`src/rtl/e1sa_pkg.sv`:
```
package e1sa_pkg;

  typedef enum logic [1:0] {
    SRC_SER_A = 2'b00,
    SRC_LINK  = 2'b01,
    SRC_OH    = 2'b10,
    SRC_SER_B = 2'b11
  } srcCode_e;

  typedef struct packed {
    logic takeLink;
    logic takeOh;
  } slotStrobe_t;

endpackage

```
`src/rtl/e1sa_ctrl.sv`:
```
module e1sa_ctrl
  import e1sa_pkg::*;
#(
  parameter int FRAME_BITS = 256,
  parameter int SA_COUNT   = 5,
  parameter int SA_FIRST   = 3
) (
  input  logic                clk,
  input  logic                rstN,
  input  logic                frameStart,
  input  logic                nfasFrame,
  input  logic [1:0]          srcSel,
  input  logic [SA_COUNT-1:0] saEnable,
  output slotStrobe_t         strobe,
  output logic                linkReq,
  output logic                ohClk
);

  localparam int POS_W = $clog2(FRAME_BITS);

  logic [POS_W-1:0]    posQ;
  logic [POS_W-1:0]    curPos;
  logic                nfasQ;
  srcCode_e            srcQ;
  logic [SA_COUNT-1:0] enQ;
  logic [SA_COUNT-1:0] slotHit;
  logic [SA_COUNT-1:0] preHit;

  // Position of the bit on the line in this cycle
  assign curPos = frameStart ? '0 : posQ;

  always_ff @(posedge clk or negedge rstN) begin
    if (!rstN) begin
      posQ <= '0;
    end else if (curPos == POS_W'(FRAME_BITS - 1)) begin
      posQ <= '0;
    end else begin
      posQ <= curPos + 1'b1;
    end
  end

  // Configuration is captured only at the frame boundary
  always_ff @(posedge clk or negedge rstN) begin
    if (!rstN) begin
      nfasQ <= 1'b0;
      srcQ  <= SRC_SER_A;
      enQ   <= '0;
    end else if (frameStart) begin
      nfasQ <= nfasFrame;
      srcQ  <= srcCode_e'(srcSel);
      enQ   <= saEnable;
    end
  end

  for (genvar k = 0; k < SA_COUNT; k++) begin : g_slot
    assign slotHit[k] = nfasQ && enQ[k] && (curPos == POS_W'(SA_FIRST + k));
    assign preHit[k]  = nfasQ && enQ[k] && (curPos == POS_W'(SA_FIRST + k - 1));
  end

  always_comb begin
    strobe.takeLink = (|slotHit) && (srcQ == SRC_LINK);
    strobe.takeOh   = (|slotHit) && (srcQ == SRC_OH);
    linkReq         = strobe.takeLink;
    ohClk           = (|preHit) && (srcQ == SRC_OH);
  end

endmodule

```
`src/rtl/e1sa_datapath.sv`:
```
module e1sa_datapath
  import e1sa_pkg::*;
(
  input  slotStrobe_t strobe,
  input  logic        serIn,
  input  logic        linkData,
  input  logic        ohData,
  output logic        serOut
);

  always_comb begin
    if (strobe.takeLink) begin
      serOut = linkData;
    end else if (strobe.takeOh) begin
      serOut = ohData;
    end else begin
      serOut = serIn;
    end
  end

endmodule

```
`src/rtl/e1_sa_inserter.sv`:
```
module e1_sa_inserter
  import e1sa_pkg::*;
#(
  parameter int FRAME_BITS = 256,
  parameter int SA_COUNT   = 5,
  parameter int SA_FIRST   = 3
) (
  input  logic                clk,
  input  logic                rstN,
  input  logic                frameStart,
  input  logic                nfasFrame,
  input  logic [1:0]          srcSel,
  input  logic [SA_COUNT-1:0] saEnable,
  input  logic                serIn,
  input  logic                linkData,
  input  logic                ohData,
  output logic                serOut,
  output logic                linkReq,
  output logic                ohClk
);

  slotStrobe_t strobe;

  e1sa_ctrl #(
    .FRAME_BITS(FRAME_BITS),
    .SA_COUNT  (SA_COUNT),
    .SA_FIRST  (SA_FIRST)
  ) u_ctrl (
    .clk       (clk),
    .rstN      (rstN),
    .frameStart(frameStart),
    .nfasFrame (nfasFrame),
    .srcSel    (srcSel),
    .saEnable  (saEnable),
    .strobe    (strobe),
    .linkReq   (linkReq),
    .ohClk     (ohClk)
  );

  e1sa_datapath u_dp (
    .strobe  (strobe),
    .serIn   (serIn),
    .linkData(linkData),
    .ohData  (ohData),
    .serOut  (serOut)
  );

endmodule

```
`config.mk`:
```
export PLATFORM = sky130hd
export DESIGN_NAME = e1_sa_inserter
export DESIGN_NICKNAME = d
export VERILOG_FILES = /design/src/rtl/e1sa_pkg.sv /design/src/rtl/e1sa_ctrl.sv /design/src/rtl/e1sa_datapath.sv /design/src/rtl/e1_sa_inserter.sv
export SDC_FILE = /design/constraint.sdc
export NUM_CORES = 1
export LEC_CHECK = 0
export ABC_AREA = 0
export BUFFER_PORTS_ARGS = -buffer_cell sky130_fd_sc_hd__buf_2
export CAP_MARGIN = 0
export CORE_UTILIZATION = 30
export CTS_CLUSTER_DIAMETER = 200
export DETAILED_ROUTE_END_ITERATION = 10
export HOLD_SLACK_MARGIN = 0.1
export PLACE_DENSITY_LB_ADDON = 0.25
export REMOVE_ABC_BUFFERS = 1
export SETUP_SLACK_MARGIN = 0.15
export SYNTH_ARGS = -nofsm -noshare
export SYNTH_HDL_FRONTEND = slang
export SYNTH_HIERARCHICAL = 1
export SYNTH_SLANG_ARGS = --single-unit
```
`constraint.sdc`:
```
create_clock -name clk -period 1.9 [get_ports clk]
set_clock_uncertainty 0.2 [all_clocks]
set_input_delay 0.095 -clock clk [delete_from_list [all_inputs] [get_ports clk]]
set_output_delay 0.095 -clock clk [all_outputs]
set_load 0.02 [all_outputs]
```
== Yosys cells after proc, flatten, opt, wreduce, memory -nomap -nowiden ==
Cells that the tools add are included.

* Bits in registers: 16
* Bits of input ports: 14

* Add/subtract/negate cells: 1
* Equal/unequal tests: 9
* Muxes and demuxes: 4
* Reductions and logical operators: 20

{| class="wikitable"
|+ Operators with widths
! cell !! count
|-
| $eq A8 B3 Y1 const B || 4
|-
| $logic_and A1 B1 Y1 || 18
|-
| $eq A8 B2 Y1 const B || 2
|-
| $mux W8 || 2
|-
| $reduce_or A5 Y1 || 2
|-
| $add A8 B1 Y8 const B || 1
|-
| $eq A8 B8 Y1 const B || 1
|-
| $eq A2 B1 Y1 const B || 1
|-
| $eq A2 B2 Y1 const B || 1
|-
| $mux W1 || 2
|}

== Depth between registers and ports, before layout ==
* Depth in word-level cells: 7
* Depth in mapped cells: 8

== Cells and area by module ==
The synthesis kept the hierarchy.

{| class="wikitable"
|+ By module, submodules not included
! module !! area an instance (µm²) !! instances !! sequential area each (µm²) !! cells an instance
|-
| e1sa_ctrl || 887.1 || 1 || 400.4 || 81
|-
| e1sa_datapath || 18.8 || 1 || 0.0 || 3
|}

== Worst setup path before layout ==
No wires, ideal clock.

* Path type: register to output
* Start point: register u_ctrl.posQ[0]
* End point: output port serOut
* Path slack: -0.322 ns
* Path buffers: 2
* Data required time: 1.605 ns
* Arrival time: 1.927 ns
* Cell stages (with the launch flop): 9
* Cell sequence: dfrtp_1 buf_6 mux2i_1 o22ai_1 a21oi_1 nor3_1 buf_4 nand2_1 o21ai_1

* Elaborated cells between the ends (all ways): 16
* Classes of those cells: eq/ne: 5; mux: 3; reduce/logical: 8

{| class="wikitable"
|+ RTL lines
! what !! line !! RTL
|-
| start, declared || e1sa_ctrl.sv:21 || <nowiki>logic [POS_W-1:0] posQ;</nowiki>
|-
| start signal, assigned || e1sa_ctrl.sv:38 || <nowiki>posQ <= curPos + 1'b1;</nowiki>
|-
| $mux W8 * || e1sa_ctrl.sv:30 || <nowiki>assign curPos = frameStart ? '0 : posQ;</nowiki>
|-
| $eq A8 B2 Y1 or $eq A8 B3 Y1 (tied branches) || e1sa_ctrl.sv:56 || <nowiki>assign slotHit[k] = nfasQ && enQ[k] && (curPos == POS_W'(SA_FIRST + k));</nowiki>
|-
| $logic_and A1 B1 Y1 || e1sa_ctrl.sv:56 ||
|-
| $reduce_or A5 Y1 * || e1sa_ctrl.sv:61 || <nowiki>strobe.takeLink = (|slotHit) && (srcQ == SRC_LINK);</nowiki>
|-
| $logic_and A1 B1 Y1 * || e1sa_ctrl.sv:61 ||
|-
| via linkReq || e1_sa_inserter.sv:18 || <nowiki>output logic linkReq,</nowiki>
|-
| $mux W1 * || e1sa_datapath.sv:12 || <nowiki>if (strobe.takeLink) begin</nowiki>
|-
| end, declared || e1_sa_inserter.sv:17 || <nowiki>output logic serOut,</nowiki>
|}

The timed path passes the listed nets; every way through them passes the cells marked *.

==> results.ini <==
[outcome]
outcome=complete, but fails checks
violations=design-rule violations, negative setup slack

[finish]
n_antenna_cell=0
nets=138
fillCellCount=284
area_delta_synth_final_pct=37.6
layout-drive-gt1-share=0.385
finalInstanceArea_um2=1250
fin_cells=153

[power_and_ir_drop]
vdd_drop_max_v=0.000234
p_per_area_nw_per_um2=597
clkPwrFrac=0.236
p_int_mw=0.541
leakagePower_nw=0.537
combPwrFrac=0.240
power.switching_mw=0.203
pwr-share-seq=0.524
p_sw_frac=0.273

[sta]
slew_headroom=0.755
setup_violations=3
fin_ws_ns=-0.224
timing.fmax_mhz=471
period_share=1.12
hold_violations=0
finalCriticalPeriod_ns=2.12
rsz0062_at_grt=true
fin_setup_tns_ns=-0.355
final_max_slew_viol_count=0
max_slew.worst_pin.slew_ns=0.367

[floorplan]
dieWidth_um=57.0
die_area_um2=3240
coreArea_um2=2810
start_util=0.323
rows=19
ios=17
die_h_um=57.0

[worst_setup_path]
critical_path_class=reg2out
end_kind=output pin
crit_required_ns=1.60
crit_slowest_cell=dfrtp_2
cp_num_buf_inv=1
worstSetupStartpointType=flop
crit_chain=mux2i_1, o22ai_1, a21oi_2, nor4_2, mux2i_1, o21ai_1, buf_2
cp_slowest_stage_delay_ns=0.45
crit_path_frequent_cell=mux2i_1
r2r_slack_ns=0.34
crit_fanout=6
crit_arrival_ns=1.83
path_delay_family=flip-flops

[cts]
clk_path_buf_depth=2
clkTransAtPathRegs_ns=0.09
htree_levels=1
cts_buffers=3
ctsRootBufferMaster=clkbuf_4
cts_sinks=16
clk_latency_ns=0.28
cts_tree=yes

[synthesis]
ys_ff_latch=16
syn-cell-area_um2=906
synth_warnings=6
avgSynthCellArea_um2=10.8
synthCells=84
synthDistinctLibCells=28
synth_seq_area_share=0.442

[drt]
drcViolationCount=2
drt_iter0_drc=8
vias=726
dr.pass1.iters=7
via_per_inst=4.75
post_drt_wl_per_cell_um=11.9
postRouteAntennaNets=0
routed_wl_um=1820

[placed_design]
gp_congestion=0.776
place_inst=133
dpl.hpwl_um=1280
placed_cell_area_um2=1040
port_buffers=16

[grt]
track_usage=0.127
gr-total-overflow=0
antenna_found_initial=0
grt_max_degree=17
grt_pass1_vias=681
grt_pass1_wl_um=3140

[hold_path]
holdCritPathClass=in2out

[flow_run]
max_cap_viol_count=0

[tightest hold or removal path, delay by kind of cell]
| family | cells | cell delay [ns] |
|---|---|---|
| compound gates | 1 | 0.05 |
| buf+inv | 2 | 0.23 |
| simple gates | 1 | 0.04 |
[power groups by stage]
stage	Clock, mW	Combinational [mW]	Sequential (mW)
final	0.176	0.178	0.390
after global routing	0.197	0.195	0.394
after CTS	0.185	0.178	0.390
after detailed placement	0	0.144	0.396
after global placement	0	0.143	0.395
after floorplan	0	0.0710	0.399
[state kept, by name, summed over array words and instances, names as in the netlist]
signal and cells:
u_ctrl/srcQ 2, u_ctrl/enQ 5, u_ctrl/nfasQ 1, u_ctrl/posQ 8
[area by class of cell]
class | instances | area [µm²] | share of cell area
Clock buffer | 3 | 22.5 | 0.0181
Inverter | 1 | 3.75 | 0.00301
Multi-Input combinational cell | 61 | 473 | 0.380
Sequential cell | 16 | 403 | 0.323
Tap cell | 31 | 38.8 | 0.0311
Timing Repair Buffer | 41 | 305 | 0.245
[logic make-up after synthesis]
family	count (synthesis)	synth area share
AOI/OAI and AO/OA	7	0.0483
xor gates and xnor gates	7	0.0677
buffers and inverters	7	0.0566
DFF	16	0.442
muxes	12	0.145
and+or+nand+nor	35	0.240
[cells in the mapped netlist]
cell type	instances	area, µm²
nand4_4	1	21.3
nor4b_1	1	8.76
a32oi_1	1	8.76
nor3_1	2	10.0
mux2_2	8	90.1
dfrtp_1	16	400
nor4_2	1	12.5
nor3_2	1	10.0
mux2i_1	3	30.0
o21ai_1	1	5.00
a21oi_1	3	15.0
clkbuf_4	1	7.51
buf_6	2	22.5
xnor2_1	5	43.8
nand2_1	9	33.8
nand3_1	2	10.0
buf_2	2	10.0
clkinv_1	1	3.75
nor2_1	7	26.3
nor2b_1	1	6.26
mux2_1	1	11.3
buf_4	1	7.51
o22ai_1	1	6.26
nand3b_1	1	7.51
xor2_1	2	17.5
nand2b_1	8	50.1
o221ai_1	1	8.76
nor4_4	1	21.3
[routing by layer]
| metal | up-vias | global-route usage | part of all wire |
|---|---|---|---|
| li1 | 365 | - | - |
| met1 | 346 | 0.178 | 0.51 |
| met2 | 13 | 0.185 | 0.44 |
| met3 | 2 | 0.0136 | 0.038 |
| met4 | 0 | 0.0836 | 0.015 |
| met5 | - | 0 | 0 |
[cells in the final DEF (no fill, tap or decap), types with 2 or more instances in the layout]
| cell | count |
|---|---|
| a21oi_2 | 2 |
| buf_2 | 16 |
| buf_4 | 10 |
| clkbuf_4 | 3 |
| dfrtp_1 | 14 |
| dfrtp_2 | 2 |
| dlygate4sd3_1 | 15 |
| mux2_2 | 8 |
| mux2i_1 | 3 |
| nand2_1 | 9 |
| nand2b_1 | 8 |
| nand3_1 | 2 |
| nor2_1 | 7 |
| nor3_2 | 2 |
| xnor2_1 | 5 |
| xor2_1 | 2 |
[repair_timing]
action	CTS	global route
endpoints found under the setup margin	3	19
gates cloned	0	0
setup buffers	2	0
pin swaps	5	1
hold buffers	15	1
gates resized for setup	5	1
endpoints found under the hold margin	29	2
[through the flow]
stage / total power, mW / util / setup slack (ns) / hold slack, ns
final: 0.744 / 0.444 / -0.224 / 0.314
after global routing: 0.786 / 0.444 / -0.295 / 0.335
after CTS: 0.752 / 0.443 / -0.181 / 0.315
after floorplan: 0.470 / - / -0.290 / -0.401
after global placement: 0.539 / 0.370 / 0.0616 / -0.170
after detailed placement: 0.540 / 0.370 / -0.00935 / -0.164
[path summary, 6_finish.rpt]
kind                                 from              to  cells past startpoint
max in group asynchronous            rstN  u_ctrl/posQ[2]                      3
setup reg to reg           u_ctrl/posQ[0]  u_ctrl/posQ[0]                      3
setup / recovery           u_ctrl/posQ[0]          serOut                      7
hold reg to reg              u_ctrl/nfasQ    u_ctrl/nfasQ                      1
min in group asynchronous            rstN    u_ctrl/nfasQ                      3
hold / removal                   linkData          serOut                      4
Power figures use the tool's default switching activity.
